`config.mk`:
```
export PLATFORM = sky130hd
export DESIGN_NAME = pfc_supervisor
export DESIGN_NICKNAME = d
export VERILOG_FILES = /design/src/rtl/pfc_sup_pkg.sv /design/src/rtl/pfc_blanker.sv /design/src/rtl/pfc_mode_detect.sv /design/src/rtl/pfc_ovp_tracker.sv /design/src/rtl/pfc_bulk_monitor.sv /design/src/rtl/pfc_supervisor.sv
export SDC_FILE = /design/constraint.sdc
export NUM_CORES = 1
export LEC_CHECK = 0
export BUFFER_PORTS_ARGS = -buffer_cell sky130_fd_sc_hd__buf_4
export CAP_MARGIN = 20
export CORE_MARGIN = 3
export CORE_UTILIZATION = 50
export CTS_BUF_LIST = sky130_fd_sc_hd__clkbuf_4 sky130_fd_sc_hd__clkbuf_8
export DETAILED_ROUTE_END_ITERATION = 8
export PLACE_DENSITY = 0.67
export SLEW_MARGIN = 10
export SYNTH_ARGS = -nofsm -noshare
export SYNTH_HDL_FRONTEND = slang
export SYNTH_HIERARCHICAL = 1
export SYNTH_SLANG_ARGS = --single-unit
```
`constraint.sdc`:
```
create_clock -name clk -period 3.6 [get_ports clk]
set_clock_uncertainty 0.15 [all_clocks]
set_input_delay 0.72 -clock clk [delete_from_list [all_inputs] [get_ports clk]]
set_output_delay 0.72 -clock clk [all_outputs]
set_load 0.02 [all_outputs]
```
`src/rtl/pfc_sup_pkg.sv`:
```
package pfc_sup_pkg;

  typedef enum logic [2:0] {
    ST_OFF     = 3'd0,
    ST_DETECT  = 3'd1,
    ST_STANDBY = 3'd2,
    ST_SOFT    = 3'd3,
    ST_RUN     = 3'd4,
    ST_OVP     = 3'd5,
    ST_LATCH   = 3'd6
  } sup_state_e;

  localparam int NUM_FLT = 6;
  localparam int FI_BOHI = 0;
  localparam int FI_BOLO = 1;
  localparam int FI_OLP  = 2;
  localparam int FI_OVP1 = 3;
  localparam int FI_OVP2 = 4;
  localparam int FI_EN   = 5;

  function automatic int cnt_bits(input int limit);
    return (limit < 1) ? 1 : $clog2(limit + 1);
  endfunction

endpackage

```
`src/rtl/pfc_blanker.sv`:
```
module pfc_blanker #(
  parameter int LIMIT = 16
) (
  input  logic clk,
  input  logic rst_n,
  input  logic raw,
  output logic qual
);
  import pfc_sup_pkg::*;

  localparam int CW = cnt_bits(LIMIT);

  logic [CW-1:0] cnt;

  always_ff @(posedge clk or negedge rst_n) begin
    if (!rst_n) cnt <= '0;
    else if (!raw) cnt <= '0;
    else if (cnt != CW'(LIMIT)) cnt <= cnt + 1'b1;
  end

  assign qual = (cnt == CW'(LIMIT));

  assert_qual_needs_raw_R3: assert property (@(posedge clk) disable iff (!rst_n)
    qual |-> $past(raw));
  assert_dropout_restarts_R3: assert property (@(posedge clk) disable iff (!rst_n)
    !raw |=> !qual);

endmodule

```
`src/rtl/pfc_mode_detect.sv`:
```
module pfc_mode_detect #(
  parameter int WINDOW = 16
) (
  input  logic clk,
  input  logic rst_n,
  input  logic active,
  input  logic level,
  output logic done,
  output logic latch_mode
);
  import pfc_sup_pkg::*;

  localparam int CW = cnt_bits(WINDOW);

  logic [CW-1:0] cnt;
  logic          prev;
  logic          stable;

  assign stable = (level == prev);
  assign done   = active && stable && (cnt == CW'(WINDOW - 1));

  always_ff @(posedge clk or negedge rst_n) begin
    if (!rst_n) begin
      cnt        <= '0;
      prev       <= 1'b0;
      latch_mode <= 1'b0;
    end else begin
      prev <= level;
      if (!active || !stable) cnt <= '0;
      else if (cnt != CW'(WINDOW - 1)) cnt <= cnt + 1'b1;
      if (done) latch_mode <= level;
    end
  end

  assert_mode_only_in_detect_R8: assert property (@(posedge clk) disable iff (!rst_n)
    !$stable(latch_mode) |-> $past(active));

endmodule

```
`src/rtl/pfc_ovp_tracker.sv`:
```
module pfc_ovp_tracker (
  input  logic clk,
  input  logic rst_n,
  input  logic track,
  input  logic enter,
  input  logic ovp1_q,
  input  logic ovp2_q,
  input  logic rel1,
  input  logic rel2,
  output logic release_ok,
  output logic saw_ovp2
);
  logic w1, w2, saw;
  logic w1_cur, w2_cur, saw_cur;
  logic w1_nxt, w2_nxt, saw_nxt;

  assign w1_cur  = track & w1;
  assign w2_cur  = track & w2;
  assign saw_cur = track & saw;

  assign w1_nxt  = ovp1_q | (w1_cur & ~rel1);
  assign w2_nxt  = ovp2_q | (w2_cur & ~rel2);
  assign saw_nxt = saw_cur | ovp2_q;

  always_ff @(posedge clk or negedge rst_n) begin
    if (!rst_n) begin
      w1 <= 1'b0; w2 <= 1'b0; saw <= 1'b0;
    end else if (track || enter) begin
      w1 <= w1_nxt; w2 <= w2_nxt; saw <= saw_nxt;
    end else begin
      w1 <= 1'b0; w2 <= 1'b0; saw <= 1'b0;
    end
  end

  assign release_ok = track & ~w1_nxt & ~w2_nxt;
  assign saw_ovp2   = saw_nxt;

  assert_wait_stage2_R11: assert property (@(posedge clk) disable iff (!rst_n)
    (track && w2 && !rel2) |-> !release_ok);

endmodule

```
`src/rtl/pfc_bulk_monitor.sv`:
```
module pfc_bulk_monitor (
  input  logic clk,
  input  logic rst_n,
  input  logic set_req,
  input  logic clr_req,
  output logic bulk_ok
);
  always_ff @(posedge clk or negedge rst_n) begin
    if (!rst_n) bulk_ok <= 1'b0;
    else if (clr_req) bulk_ok <= 1'b0;
    else if (set_req) bulk_ok <= 1'b1;
  end
endmodule

```
`src/rtl/pfc_supervisor.sv`:
```
module pfc_supervisor #(
  parameter int BO_BLK   = 2500,
  parameter int OLP_BLK  = 125,
  parameter int OVP1_BLK = 1500,
  parameter int OVP2_BLK = 1500,
  parameter int EN_BLK   = 1125,
  parameter int MODE_BLK = 2250
) (
  input  logic clk,
  input  logic rst_n,
  input  logic vcc_above_on,
  input  logic vcc_below_off,
  input  logic bo_above_hi,
  input  logic bo_below_lo,
  input  logic sense_open,
  input  logic ovp1_trip,
  input  logic ovp1_release,
  input  logic ovp2_trip,
  input  logic ovp2_release,
  input  logic enable_low,
  input  logic ovp2_mode_high,
  input  logic bulk_at_95,
  input  logic bulk_below_low,
  output logic gate_en,
  output logic soft_start,
  output logic fault_latched,
  output logic bulk_ok
);
  import pfc_sup_pkg::*;

  function automatic int flt_limit(input int idx);
    case (idx)
      FI_BOHI, FI_BOLO: return BO_BLK;
      FI_OLP:           return OLP_BLK;
      FI_OVP1:          return OVP1_BLK;
      FI_OVP2:          return OVP2_BLK;
      default:          return EN_BLK;
    endcase
  endfunction

  logic [NUM_FLT-1:0] raw_vec;
  logic [NUM_FLT-1:0] qual_vec;

  assign raw_vec[FI_BOHI] = bo_above_hi;
  assign raw_vec[FI_BOLO] = bo_below_lo;
  assign raw_vec[FI_OLP]  = sense_open;
  assign raw_vec[FI_OVP1] = ovp1_trip;
  assign raw_vec[FI_OVP2] = ovp2_trip;
  assign raw_vec[FI_EN]   = enable_low;

  for (genvar g = 0; g < NUM_FLT; g++) begin : g_blank
    pfc_blanker #(.LIMIT(flt_limit(g))) u_blank (
      .clk  (clk),
      .rst_n(rst_n),
      .raw  (raw_vec[g]),
      .qual (qual_vec[g])
    );
  end

  sup_state_e st, nxt;

  logic mode_done, latch_mode;
  logic ovp_release, ovp_saw2, ovp_enter;
  logic start_ok, stop_req;
  logic bulk_set, bulk_clr;

  pfc_mode_detect #(.WINDOW(MODE_BLK)) u_mode (
    .clk       (clk),
    .rst_n     (rst_n),
    .active    (st == ST_DETECT),
    .level     (ovp2_mode_high),
    .done      (mode_done),
    .latch_mode(latch_mode)
  );

  pfc_ovp_tracker u_ovp (
    .clk       (clk),
    .rst_n     (rst_n),
    .track     (st == ST_OVP),
    .enter     (ovp_enter),
    .ovp1_q    (qual_vec[FI_OVP1]),
    .ovp2_q    (qual_vec[FI_OVP2]),
    .rel1      (ovp1_release),
    .rel2      (ovp2_release),
    .release_ok(ovp_release),
    .saw_ovp2  (ovp_saw2)
  );

  assign start_ok = qual_vec[FI_BOHI] && !sense_open && !qual_vec[FI_EN];
  assign stop_req = qual_vec[FI_EN] || qual_vec[FI_BOLO] || qual_vec[FI_OLP];

  always_comb begin
    nxt = st;
    if (vcc_below_off) begin
      nxt = ST_OFF;
    end else begin
      case (st)
        ST_OFF:     if (vcc_above_on) nxt = ST_DETECT;
        ST_DETECT:  if (mode_done) nxt = ST_STANDBY;
        ST_STANDBY: if (start_ok) nxt = ST_SOFT;
        ST_LATCH:   nxt = ST_LATCH;
        ST_SOFT, ST_RUN, ST_OVP: begin
          if (stop_req) nxt = ST_STANDBY;
          else if (qual_vec[FI_OVP2] && latch_mode) nxt = ST_LATCH;
          else if (st != ST_OVP && (qual_vec[FI_OVP1] || qual_vec[FI_OVP2])) nxt = ST_OVP;
          else if (st == ST_OVP) begin
            if (ovp_release) nxt = (ovp_saw2 || !bulk_ok) ? ST_SOFT : ST_RUN;
          end else if (st == ST_SOFT && bulk_at_95) nxt = ST_RUN;
        end
        default:    nxt = ST_OFF;
      endcase
    end
  end

  assign ovp_enter = (st != ST_OVP) && (nxt == ST_OVP);

  always_ff @(posedge clk or negedge rst_n) begin
    if (!rst_n) st <= ST_OFF;
    else st <= nxt;
  end

  assign bulk_set = (st == ST_SOFT) && (nxt == ST_RUN);
  assign bulk_clr = bulk_below_low || (st == ST_OFF);

  pfc_bulk_monitor u_bulk (
    .clk    (clk),
    .rst_n  (rst_n),
    .set_req(bulk_set),
    .clr_req(bulk_clr),
    .bulk_ok(bulk_ok)
  );

  assign gate_en       = ((st == ST_SOFT) || (st == ST_RUN)) && !vcc_below_off;
  assign soft_start    = (st == ST_SOFT);
  assign fault_latched = (st == ST_LATCH);

  assert_off_after_drop_R2: assert property (@(posedge clk) disable iff (!rst_n)
    vcc_below_off |=> (st == ST_OFF));
  assert_latch_cause_R9: assert property (@(posedge clk) disable iff (!rst_n)
    $rose(fault_latched) |-> $past(qual_vec[FI_OVP2] && latch_mode));
  assert_latch_sticky_R9: assert property (@(posedge clk) disable iff (!rst_n)
    (fault_latched && !vcc_below_off) |=> fault_latched);
  assert_soft_entry_R4: assert property (@(posedge clk) disable iff (!rst_n)
    $rose(soft_start) |-> $past((st == ST_STANDBY) || (st == ST_OVP)));
  assert_bulk_rise_R13: assert property (@(posedge clk) disable iff (!rst_n)
    $rose(bulk_ok) |-> $past((st == ST_SOFT) && bulk_at_95));
  assert_bulk_fall_R13: assert property (@(posedge clk) disable iff (!rst_n)
    $fell(bulk_ok) |-> $past(bulk_below_low || (st == ST_OFF)));

endmodule

```
==> results of run 1 <==
-- per-layer routing --
layer  track usage [%]  up-vias  wire length, µm
li1                  -     1991                -
met1             26.74     1948             4894
met2             29.14       56             4632
met3             2.878        7              300
met4             4.995        0               76
met5                 0        -                0
-- metrics by stage --
step | cell area [µm²] | util [%] | total power (µW) | cells
floorplan | 4951 | - | 1085 | 516
global placement | 5192 | 55.15 | 1140 | 654
detailed placement | 5192 | 55.15 | 1146 | 654
CTS | 5419 | 57.55 | 1925 | 670
global route | 5419 | 57.55 | 1989 | 670
finish | 5419 | 57.55 | 1894 | 670
-- registers in the layout, indices dropped and copies added, names as in the netlist --
| register | count |
|---|---|
| g_blank.u_blank/cnt | 64 |
| st | 3 |
| u_bulk/bulk_ok | 1 |
| u_mode/cnt | 12 |
| u_mode/latch_mode | 1 |
| u_mode/prev | 1 |
| u_ovp/saw | 1 |
| u_ovp/w1 | 1 |
| u_ovp/w2 | 1 |
-- cells by family (layout without fill, tap and decap cells) --
| family | Yosys count | count (layout) | synth area share (%) |
|---|---|---|---|
| simple gates | 216 | 216 | 28.25 |
| compound gates | 134 | 134 | 17.39 |
| mux | 11 | 11 | 2.249 |
| flops | 85 | 85 | 42.96 |
| xor+xnor | 7 | 7 | 1.238 |
| buf+inv | 49 | 74 | 4.372 |
| fa+ha+maj | 14 | 14 | 3.538 |
-- layout make-up --
cell class              instances  area (µm²)
repair buffers                 21       157.7
fillers                       816        3996
clock inverters                 6       95.09
well taps                     129       161.4
multi-input cells             382        2608
inverters                      37       138.9
clock buffers                  10       131.4
flip-flops and latches         85        2127
-- how the worst max path moves through the flow --
stage	to	slack (ns)
floorplan	u_ovp/w1	1.06
global route	u_ovp/w1	0.52
global placement	u_ovp/w1	0.82
CTS	u_ovp/w1	0.74
finish	u_ovp/w1	0.73
detailed placement	u_ovp/w1	0.72
-- power groups by stage --
stage	clock, µW	sequential, µW	combinational, µW
after detailed placement	0	1020	126
final	769	1000	123
after CTS	796	1000	126
after floorplan	0	1010	72.1
after global routing	838	1010	143
after global placement	0	1020	121
-- worst register-to-register path, delay by kind of cell (launching register included) --
kind                   cells  cell delay [ns]
DFF                        1             0.60
AOI/OAI and AO/OA          4             0.67
buffers and inverters      1             0.18
and+or+nand+nor            7             1.16
-- cells in the final DEF (no fill, tap or decap), types with 5 or more instances in the layout --
cell type / n
nand4b_1: 5
nand4_1: 9
or4_1: 26
dfrtp_1: 85
nand3_2: 5
nor4_1: 7
clkbuf_8: 9
a211oi_1: 5
a31oi_1: 13
a21oi_1: 45
nor2_1: 8
nand2b_1: 7
buf_4: 21
nand2_1: 45
inv_1: 34
mux2i_1: 10
nand3b_1: 8
o31ai_1: 25
nor3_1: 10
o21ai_0: 27
nand3_1: 27
or3_1: 12
ha_1: 14
==> impl_metrics.py, run 1 <==
metrics = {
    "power_and_ir_drop": {
        "ir_worst_vdd_v": 0.0001934,
        "p_seq_share_pct": 52.9,
        "p_per_area_nw_per_um2": 349.6,
        "p_int_uw": 1427,
        "p_clk_share_pct": 40.6,
        "p_leak_uw": 0.002140,
        "switching_share_pct": 24.68,
        "pwr-share-comb_pct": 6.5,
        "power_switching_uw": 467.5,
    },
    "cts": {
        "cts-hold-fix-buffers": 0,
        "clockBufferDepth": 2,
        "clk_pin_slew_ns": 0.09,
        "cts_sinks": 85,
        "cts_tree": "done",
        "ctsResizeCount": 0,
        "postCtsSetupBuffers": 0,
        "clk_latency_ns": 0.35,
        "cts_root_buf": "clkbuf_8",
        "cts_max_level": 3,
        "numCtsBuffers": 9,
    },
    "sta": {
        "holdWs_ns": 0.2746,
        "max_slew_margin_pct": 50.77,
        "hold_viol": 0,
        "grt_setup_unrepaired": "no",
        "fin_crit_sh_pct": 79.71,
        "setup_viol": 0,
        "tns_ns": 0,
        "layout_min_cycle_time_ns": 2.870,
        "postLayoutSetupSlackWorst_ns": 0.7303,
        "maxSlewViolCount": 0,
        "tightest_slew_ns": 0.7385,
        "clock.fmax_ghz": 0.3485,
    },
    "floorplan": {
        "dieArea_um2": 11130,
        "die_w_um": 105.5,
        "initial_utilization_pct": 52.58,
        "fp-row-count": 35,
        "ios": 19,
        "die_y_um": 105.5,
        "core_region_area_um2": 9415,
    },
    "global_route": {
        "antenna_found_initial": 0,
        "grt_pass1_wl_mm": 17.48,
        "grt_start_max_net_pins": 59,
        "grt_pass1_vias": 3734,
        "grt_use_total_pct": 18.53,
        "grt-ovfl-total": 0,
    },
    "setup_path": {
        "critPathLaunchType": "register",
        "cp_max_fo": 15,
        "cp.required_ns": 3.68,
        "cpPeakStageDelay_ns": 0.60,
        "endpoint_kind": "register",
        "critPathLaunch": "st[0]",
        "worstPathCellList": "and2b_2 > nor2b_1 > nand2_1 > buf_4 > nor4_1 > nor2_1 > nand2_1 > o21ai_0 > o21ai_2 > nor4_2 > o21ai_0 > a21bo_2",
        "path_delay_family": "simple AND/OR/NAND/NOR gates",
        "r2r-start": "st[0]",
        "r2r_setup_slack_ns": 0.73,
        "reg2reg_to": "u_ovp/w1",
        "cp_data_arrival_time_ns": 2.95,
        "criticalPathCategory": "reg2reg",
        "r2r.worst_path.cells": 12,
        "cpMaxStageDelayCell": "dfrtp_1",
        "crit_cells": 12,
        "path_buf_inv": 1,
    },
    "route": {
        "drtAntennaViolNets": 0,
        "routed_wl_mm": 9.904,
        "drtIter0Drc": 195,
        "dr.pass1.iters": 5,
        "vias": 4002,
        "post_drt_wl_per_cell_um": 14.78,
        "routed_via_density": 5.973,
        "drc": 0,
    },
    "finish": {
        "area_growth_pct": 9.452,
        "drive_gt1_share_pct": 13.68,
        "antenna_cells": 0,
        "layout.nets": 565,
    },
    "synth": {
        "ys_types": 69,
        "synthCells": 516,
        "synth_common_cells": "dfrtp_1 (85), a21oi_1 (45), nand2_1 (45)",
        "synth.largest_area_cell": "dfrtp_1",
        "syn_avg_cell_area_um2": 9.595,
        "syn_area_um2": 4951,
        "ys_ff_latch": 85,
        "synth_ff_type": "dfrtp_1",
        "synth_area_leaders": "dfrtp_1 (43%), a21oi_1 (4.5%), or4_1 (3.9%)",
        "async_reset_ff_share_pct": 100.0,
        "synth.most_common_cell": "dfrtp_1",
        "synth_warnings": 6,
        "synth_edf_count": 0,
        "synth_nets": 545,
        "synth_top_area_share_pct": 42.96,
        "yosysSeqAreaShare_pct": 42.96,
    },
    "worst_hold_path": {
        "hp-class": "in2async",
    },
    "placed_design": {
        "gp_congestion": 0.8037,
        "port_buffers": 18,
        "pre_cts_ws_ns": 0.7175,
        "hpwl_mm": 6.976,
    },
    "job": {
        "maxCapViolCount": 0,
    },
    "run_status": {
        "status": "completed",
    },
}
No activity file was read; power rests on OpenSTA's default activity.
==> run 2: changes to the inputs <==
- clock period: 3.6 -> 2.7 ns (I/O delays scaled with it)
==> run 2 against run 1 <==
Core utilization up 4.3 points. Register-to-register slack worse by 0.70 ns. Power up 38%. Cell count up 5.8%. First-iteration DRC count down 29%. Clock-buffer cell count down 1. Critical path type unchanged.
==> impl_metrics.py, run 2 (synthesis gave the netlist of run 1 again) <==
metrics = {
    "job": {
        "maxCapViolCount": 0,
    },
    "global_route": {
        "antenna_found_initial": 0,
        "grt_pass1_vias": 3945,
        "grt_pass1_wl_mm": 17.88,
        "grt_use_total_pct": 19.14,
        "grt_start_max_net_pins": 54,
        "grt-ovfl-total": 0,
    },
    "run_status": {
        "status": "completed",
    },
    "setup_path": {
        "critPathLaunchType": "register",
        "endpoint_kind": "register",
        "cp_data_arrival_time_ns": 2.75,
        "r2r.worst_path.cells": 13,
        "criticalPathCategory": "reg2reg",
        "r2r-start": "g_blank[3].u_blank/cnt[0]",
        "cp_max_fo": 3,
        "worstPathCellList": "inv_2 > ha_2 > and4bb_2 > nand3_2 > inv_2 > nand2b_4 > a2111oi_4 > and4b_4 > nor4_4 > o21ai_2 > nor4_4 > o21ai_1 > a21bo_2",
        "cpMaxStageDelayCell": "dfrtp_1",
        "critPathLaunch": "g_blank[3].u_blank/cnt[0]",
        "cpPeakStageDelay_ns": 0.36,
        "cp.required_ns": 2.78,
    },
    "finish": {
        "nFillCells": 797,
        "final_cell_mix": "dfrtp_1 (85), buf_4 (58), nand2_1 (45), a21oi_1 (44), inv_1 (33)",
        "layout.nets": 604,
        "reg_top3": "g_blank.u_blank/cnt (64), u_mode/cnt (12), st (3)",
        "largest_reg_flops": 64,
        "area_growth_pct": 17.56,
        "fin_util_pct": 61.82,
        "antenna_cells": 0,
        "regMostFlops": "g_blank.u_blank/cnt",
        "drive_gt1_share_pct": 21.55,
        "stdcell_area_um2": 5821,
        "final_common_cell": "dfrtp_1",
    },
    "floorplan": {
        "core_region_area_um2": 9415,
        "fp-row-count": 35,
        "dieArea_um2": 11130,
        "die_y_um": 105.5,
        "ios": 19,
        "initial_utilization_pct": 52.58,
        "die_w_um": 105.5,
    },
    "route": {
        "routed_via_density": 5.932,
        "dr.pass1.iters": 4,
        "drc": 0,
        "routed_wl_mm": 10.50,
        "drtAntennaViolNets": 0,
        "vias": 4206,
        "drtIter0Drc": 139,
        "post_drt_wl_per_cell_um": 14.81,
    },
    "cts": {
        "clockBufferDepth": 2,
        "clk_latency_ns": 0.35,
        "clk_pin_slew_ns": 0.09,
        "cts_tree": "done",
        "numCtsBuffers": 9,
        "cts_max_level": 3,
        "cts_sinks": 85,
        "cts_root_buf": "clkbuf_8",
    },
    "power_and_ir_drop": {
        "switching_share_pct": 23.35,
        "p_clk_share_pct": 41.1,
        "power_switching_uw": 609.5,
        "ir_worst_vdd_v": 0.0003321,
        "p_per_area_nw_per_um2": 448.5,
        "p_leak_uw": 0.002365,
        "p_seq_share_pct": 50.5,
        "pwr-share-comb_pct": 8.5,
        "p_int_uw": 2001,
    },
    "worst_hold_path": {
        "hp-class": "in2reg",
        "holdPathStages": 1,
        "min_from": "ovp2_mode_high",
    },
    "sta": {
        "setup_viol": 0,
        "maxSlewViolCount": 0,
        "hold_viol": 0,
        "fin_crit_sh_pct": 98.88,
        "tightest_slew_ns": 0.5747,
        "grt_setup_unrepaired": "yes",
        "clock.fmax_ghz": 0.3746,
        "layout_min_cycle_time_ns": 2.670,
        "max_slew_margin_pct": 61.48,
    },
    "placed_design": {
        "hpwl_mm": 7.323,
        "place_area_um2": 5415,
        "gp_congestion": 0.8080,
        "port_buffers": 18,
    },
}
## run 2: cell types whose count changed in the layout (fill, tap and decap cells not counted), moves of 2 or more
| cell | change |
|---|---|
| buf_4 | +37 |
| nand3_1 | -4 |
| clkinv_2 | +3 |
| nand3_2 | +3 |
| and4bb_1 | -2 |
| and4bb_2 | +2 |
| clkinvlp_4 | -2 |
| o21ai_0 | -2 |
## run 2: timing repair
item / in CTS / in global routing
gates resized for setup: 0 / 20
setup buffers: 0 / 10
hold buffers: 1 / 0
setup endpoints to repair: 0 / 4
endpoints found under the hold margin: 18 / 0
## run 2: power by group through the flow
stage	Clock, µW	Combinational, µW	Sequential [µW]
after global routing	1160	251	1320
after floorplan	0	96.1	1350
after CTS	1110	211	1320
after detailed placement	0	209	1340
after global placement	0	203	1340
final	1070	221	1320
## run 2: metrics by stage
stage / worst slack (ns) / std cells / setup TNS [ns] / total power, µW / hold slack [ns]
floorplan: 0.1594 / 516 / 0 / 1447 / 0.09441
global placement: 0.1190 / 682 / 0 / 1545 / 0.3652
detailed placement: 0.05841 / 682 / 0 / 1553 / 0.3690
CTS: 0.02323 / 699 / 0 / 2639 / 0.1561
global route: -0.09428 / 709 / -0.1719 / 2737 / 0.1592
finish: 0.03029 / 709 / 0 / 2611 / 0.1777
## run 2: critical path: cells and delay by family, from the launching register on
family                   cells  cell delay, ns
AO/OA/AOI/OAI                4            0.92
AND/OR/NAND/NOR              6            0.86
flip-flops                   1            0.36
adder cells (fa/ha/maj)      1            0.17
buffers and inverters        2            0.09
## run 2: cell type report
| cell class | instances | area [µm²] | share of cell area (%) |
|---|---|---|---|
| Clock inverter | 7 | 113.9 | 1.956 |
| Timing Repair Buffer | 60 | 465.4 | 7.997 |
| Sequential cell | 85 | 2127 | 36.54 |
| Tap cell | 129 | 161.4 | 2.773 |
| Inverter | 37 | 141.4 | 2.429 |
| Clock buffer | 9 | 123.9 | 2.128 |
| Multi-Input combinational cell | 382 | 2688 | 46.17 |
## run 2: per-layer routing
metal,vias up,track usage [%],share of wire [%]
met3,6,4.103,2.7
met4,0,4.810,0.77
li1,2080,-,-
met1,2058,25.76,48
met2,62,31.60,49
met5,-,0,0
## run 2: final timing paths
kind	to	slack [ns]
min in group asynchronous	g_blank[5].u_blank/cnt[3]	0.54
hold / removal	u_mode/prev	0.18
hold reg to reg	u_mode/latch_mode	0.40
setup / recovery	u_ovp/w1	0.03
max in group asynchronous	g_blank[3].u_blank/cnt[1]	1.22
setup reg to reg	u_ovp/w1	0.03
==> run 3: changes to the inputs <==
==> constraint.sdc (replaced) <==
create_clock -name clk -period 2.7 [get_ports clk]
set_clock_uncertainty 0.15 [all_clocks]
set_input_delay 0.27 -clock clk [delete_from_list [all_inputs] [get_ports clk]]
set_output_delay 0.27 -clock clk [all_outputs]
set_load 0.02 [all_outputs]
==> run 3 against run 2 <==
The flow now finishes with violations (negative setup slack). Routed wire length grew 1.9%. Cell count shrank 0.14%. Critical path depth grew 1. Sequential share of layout area grew 0.19 points. Sequential power is essentially flat. Setup slack lost 0.049 ns. Clock-buffer cell count grew 2. Combinational power shrank 5%. Highest routed layer unchanged. Largest power group unchanged.
==> impl_metrics.py, run 3 (synthesis gave the netlist of run 1 again) <==
metrics = {
    "finish": {
        "final_cell_mix": "dfrtp_1 (84), buf_4 (57), nand2_1 (45), a21oi_1 (44), inv_1 (33)",
        "drive_gt1_share_pct": 21.59,
        "regMostFlops": "g_blank.u_blank/cnt",
        "fin_util_pct": 61.54,
        "final_common_cell": "dfrtp_1",
        "area_growth_pct": 17.03,
        "reg_top3": "g_blank.u_blank/cnt (64), u_mode/cnt (12), st (3)",
        "antenna_cells": 0,
        "layout.nets": 604,
        "nFillCells": 768,
        "largest_reg_flops": 64,
    },
    "run_status": {
        "violations": "negative setup slack",
        "status": "finished with violations",
    },
    "sta": {
        "layout_min_cycle_time_ns": 2.719,
        "tightest_slew_ns": 0.4343,
        "holdWs_ns": 0.03132,
        "postLayoutSetupSlackWorst_ns": -0.01889,
        "tns_ns": -0.01889,
        "fin_crit_sh_pct": 100.7,
        "grt_setup_unrepaired": "yes",
        "setup_viol": 1,
        "maxSlewViolCount": 0,
        "clock.fmax_ghz": 0.3678,
        "hold_viol": 0,
        "max_slew_margin_pct": 70.78,
    },
    "placed_design": {
        "gp_congestion": 0.8037,
        "port_buffers": 18,
        "hpwl_mm": 7.629,
        "pre_cts_ws_ns": 0.003659,
    },
    "route": {
        "routed_wl_mm": 10.70,
        "vias": 4271,
        "met2RoutedLength_mm": 5.271,
        "dr.pass1.iters": 4,
        "routed_via_density": 6.032,
        "routed.top_layer": "met4",
        "met1_length_mm": 4.993,
        "drtIter0Drc": 188,
        "post_drt_wl_per_cell_um": 15.12,
        "drtAntennaViolNets": 0,
        "drc": 0,
        "wl_met3_um": 274,
    },
    "floorplan": {
        "initial_utilization_pct": 52.58,
        "ios": 19,
        "die_y_um": 105.5,
        "core_region_area_um2": 9415,
        "dieArea_um2": 11130,
        "die_w_um": 105.5,
        "fp-row-count": 35,
    },
    "setup_path": {
        "r2r.worst_path.cells": 14,
        "path_delay_family": "simple AND/OR/NAND/NOR gates",
        "reg2reg_to": "u_ovp/w1",
        "r2r_setup_slack_ns": -0.02,
        "cp.required_ns": 2.84,
        "cp_data_arrival_time_ns": 2.86,
        "cpMostUsedCell": "inv_2",
        "path_buf_inv": 3,
        "worstPathCellList": "inv_2 > ha_2 > and4bb_2 > nand3_2 > inv_2 > nand2b_4 > a2111oi_4 > buf_4 > nand3_4 > a21oi_2 > or3_4 > nor4_4 > o21ai_1 > a21bo_2",
        "cp_max_fo": 4,
        "endpoint_kind": "register",
        "cpMaxStageDelayCell": "or3_4",
        "r2r-start": "g_blank[3].u_blank/cnt[0]",
        "cpPeakStageDelay_ns": 0.41,
        "critPathLaunchType": "register",
        "criticalPathCategory": "reg2reg",
    },
    "cts": {
        "numCtsBuffers": 9,
        "cts_sinks": 85,
        "cts_root_buf": "clkbuf_8",
        "cts_max_level": 3,
        "clockBufferDepth": 2,
        "clk_latency_ns": 0.35,
        "clk_pin_slew_ns": 0.09,
        "cts_tree": "done",
    },
    "global_route": {
        "grt_pass1_wl_mm": 18.40,
        "grt_start_max_net_pins": 35,
        "grt-ovfl-total": 0,
        "grt_use_total_pct": 19.62,
        "grt_pass1_vias": 4084,
        "antenna_found_initial": 0,
    },
    "worst_hold_path": {
        "holdPathStages": 3,
        "hp-class": "in2reg",
        "min_from": "enable_low",
        "hold_path_end": "g_blank[5].u_blank/cnt[3]",
    },
    "job": {
        "maxCapViolCount": 0,
    },
    "power_and_ir_drop": {
        "p_per_area_nw_per_um2": 417.8,
        "p_leak_uw": 0.002328,
        "power.total_uw": 2421,
        "ir_worst_vdd_v": 0.0002956,
    },
}
## run 3: how the worst max path moves through the flow
stage,cells after the start,end,slack [ns],from
after floorplan,13,u_ovp/w1,0.16,g_blank[3].u_blank/cnt[0]
after global routing,14,u_ovp/w1,-0.18,g_blank[3].u_blank/cnt[0]
after detailed placement,11,u_ovp/w1,0.004,g_blank[2].u_blank/cnt[0]
after CTS,11,u_ovp/w1,0.01,g_blank[5].u_blank/cnt[1]
final,14,u_ovp/w1,-0.02,g_blank[3].u_blank/cnt[0]
after global placement,9,u_ovp/w1,0.10,g_blank[0].u_blank/cnt[5]
## run 3: metrics by stage
step / instances / area (µm²)
final: 708 / 5794
after global routing: 708 / 5794
after CTS: 699 / 5623
after detailed placement: 681 / 5395
after global placement: 681 / 5395
after floorplan: 516 / 4951
## run 3: layout make-up
class	count	area, µm²	area share [%]
Inverter	37	141.4	2.440
Sequential cell	85	2128	36.73
Multi-Input combinational cell	382	2716	46.88
Timing Repair Buffer	60	457.9	7.903
Clock buffer	11	138.9	2.397
Clock inverter	4	50.05	0.8637
Tap cell	129	161.4	2.786
## run 3: report_power, final
group / internal (µW) / switching (µW)
registers: 1300 / 25.6
logic: 87.1 / 123
clock network: 442 / 446
total: 1830 / 595
## run 3: what timing repair did
action,CTS,global route
buffers inserted,0,9
hold buffers,3,0
setup endpoints to repair,1,4
pin swaps,0,12
gates resized for setup,1,24
endpoints found under the hold margin,33,0
## run 3: worst reg2reg max path, delay by kind of cell (launching register included)
kind,cells,cell delay (ns)
compound gates,4,0.41
fa+ha+maj,1,0.14
buf+inv,3,0.28
flops,1,0.40
simple gates,6,1.29
## run 3: layer usage
| metal | track usage (%) | vias to the layer above |
|---|---|---|
| li1 | - | 2076 |
| met1 | 25.86 | 2119 |
| met2 | 33.11 | 60 |
| met3 | 3.001 | 16 |
| met4 | 6.475 | 0 |
| met5 | 0 | - |
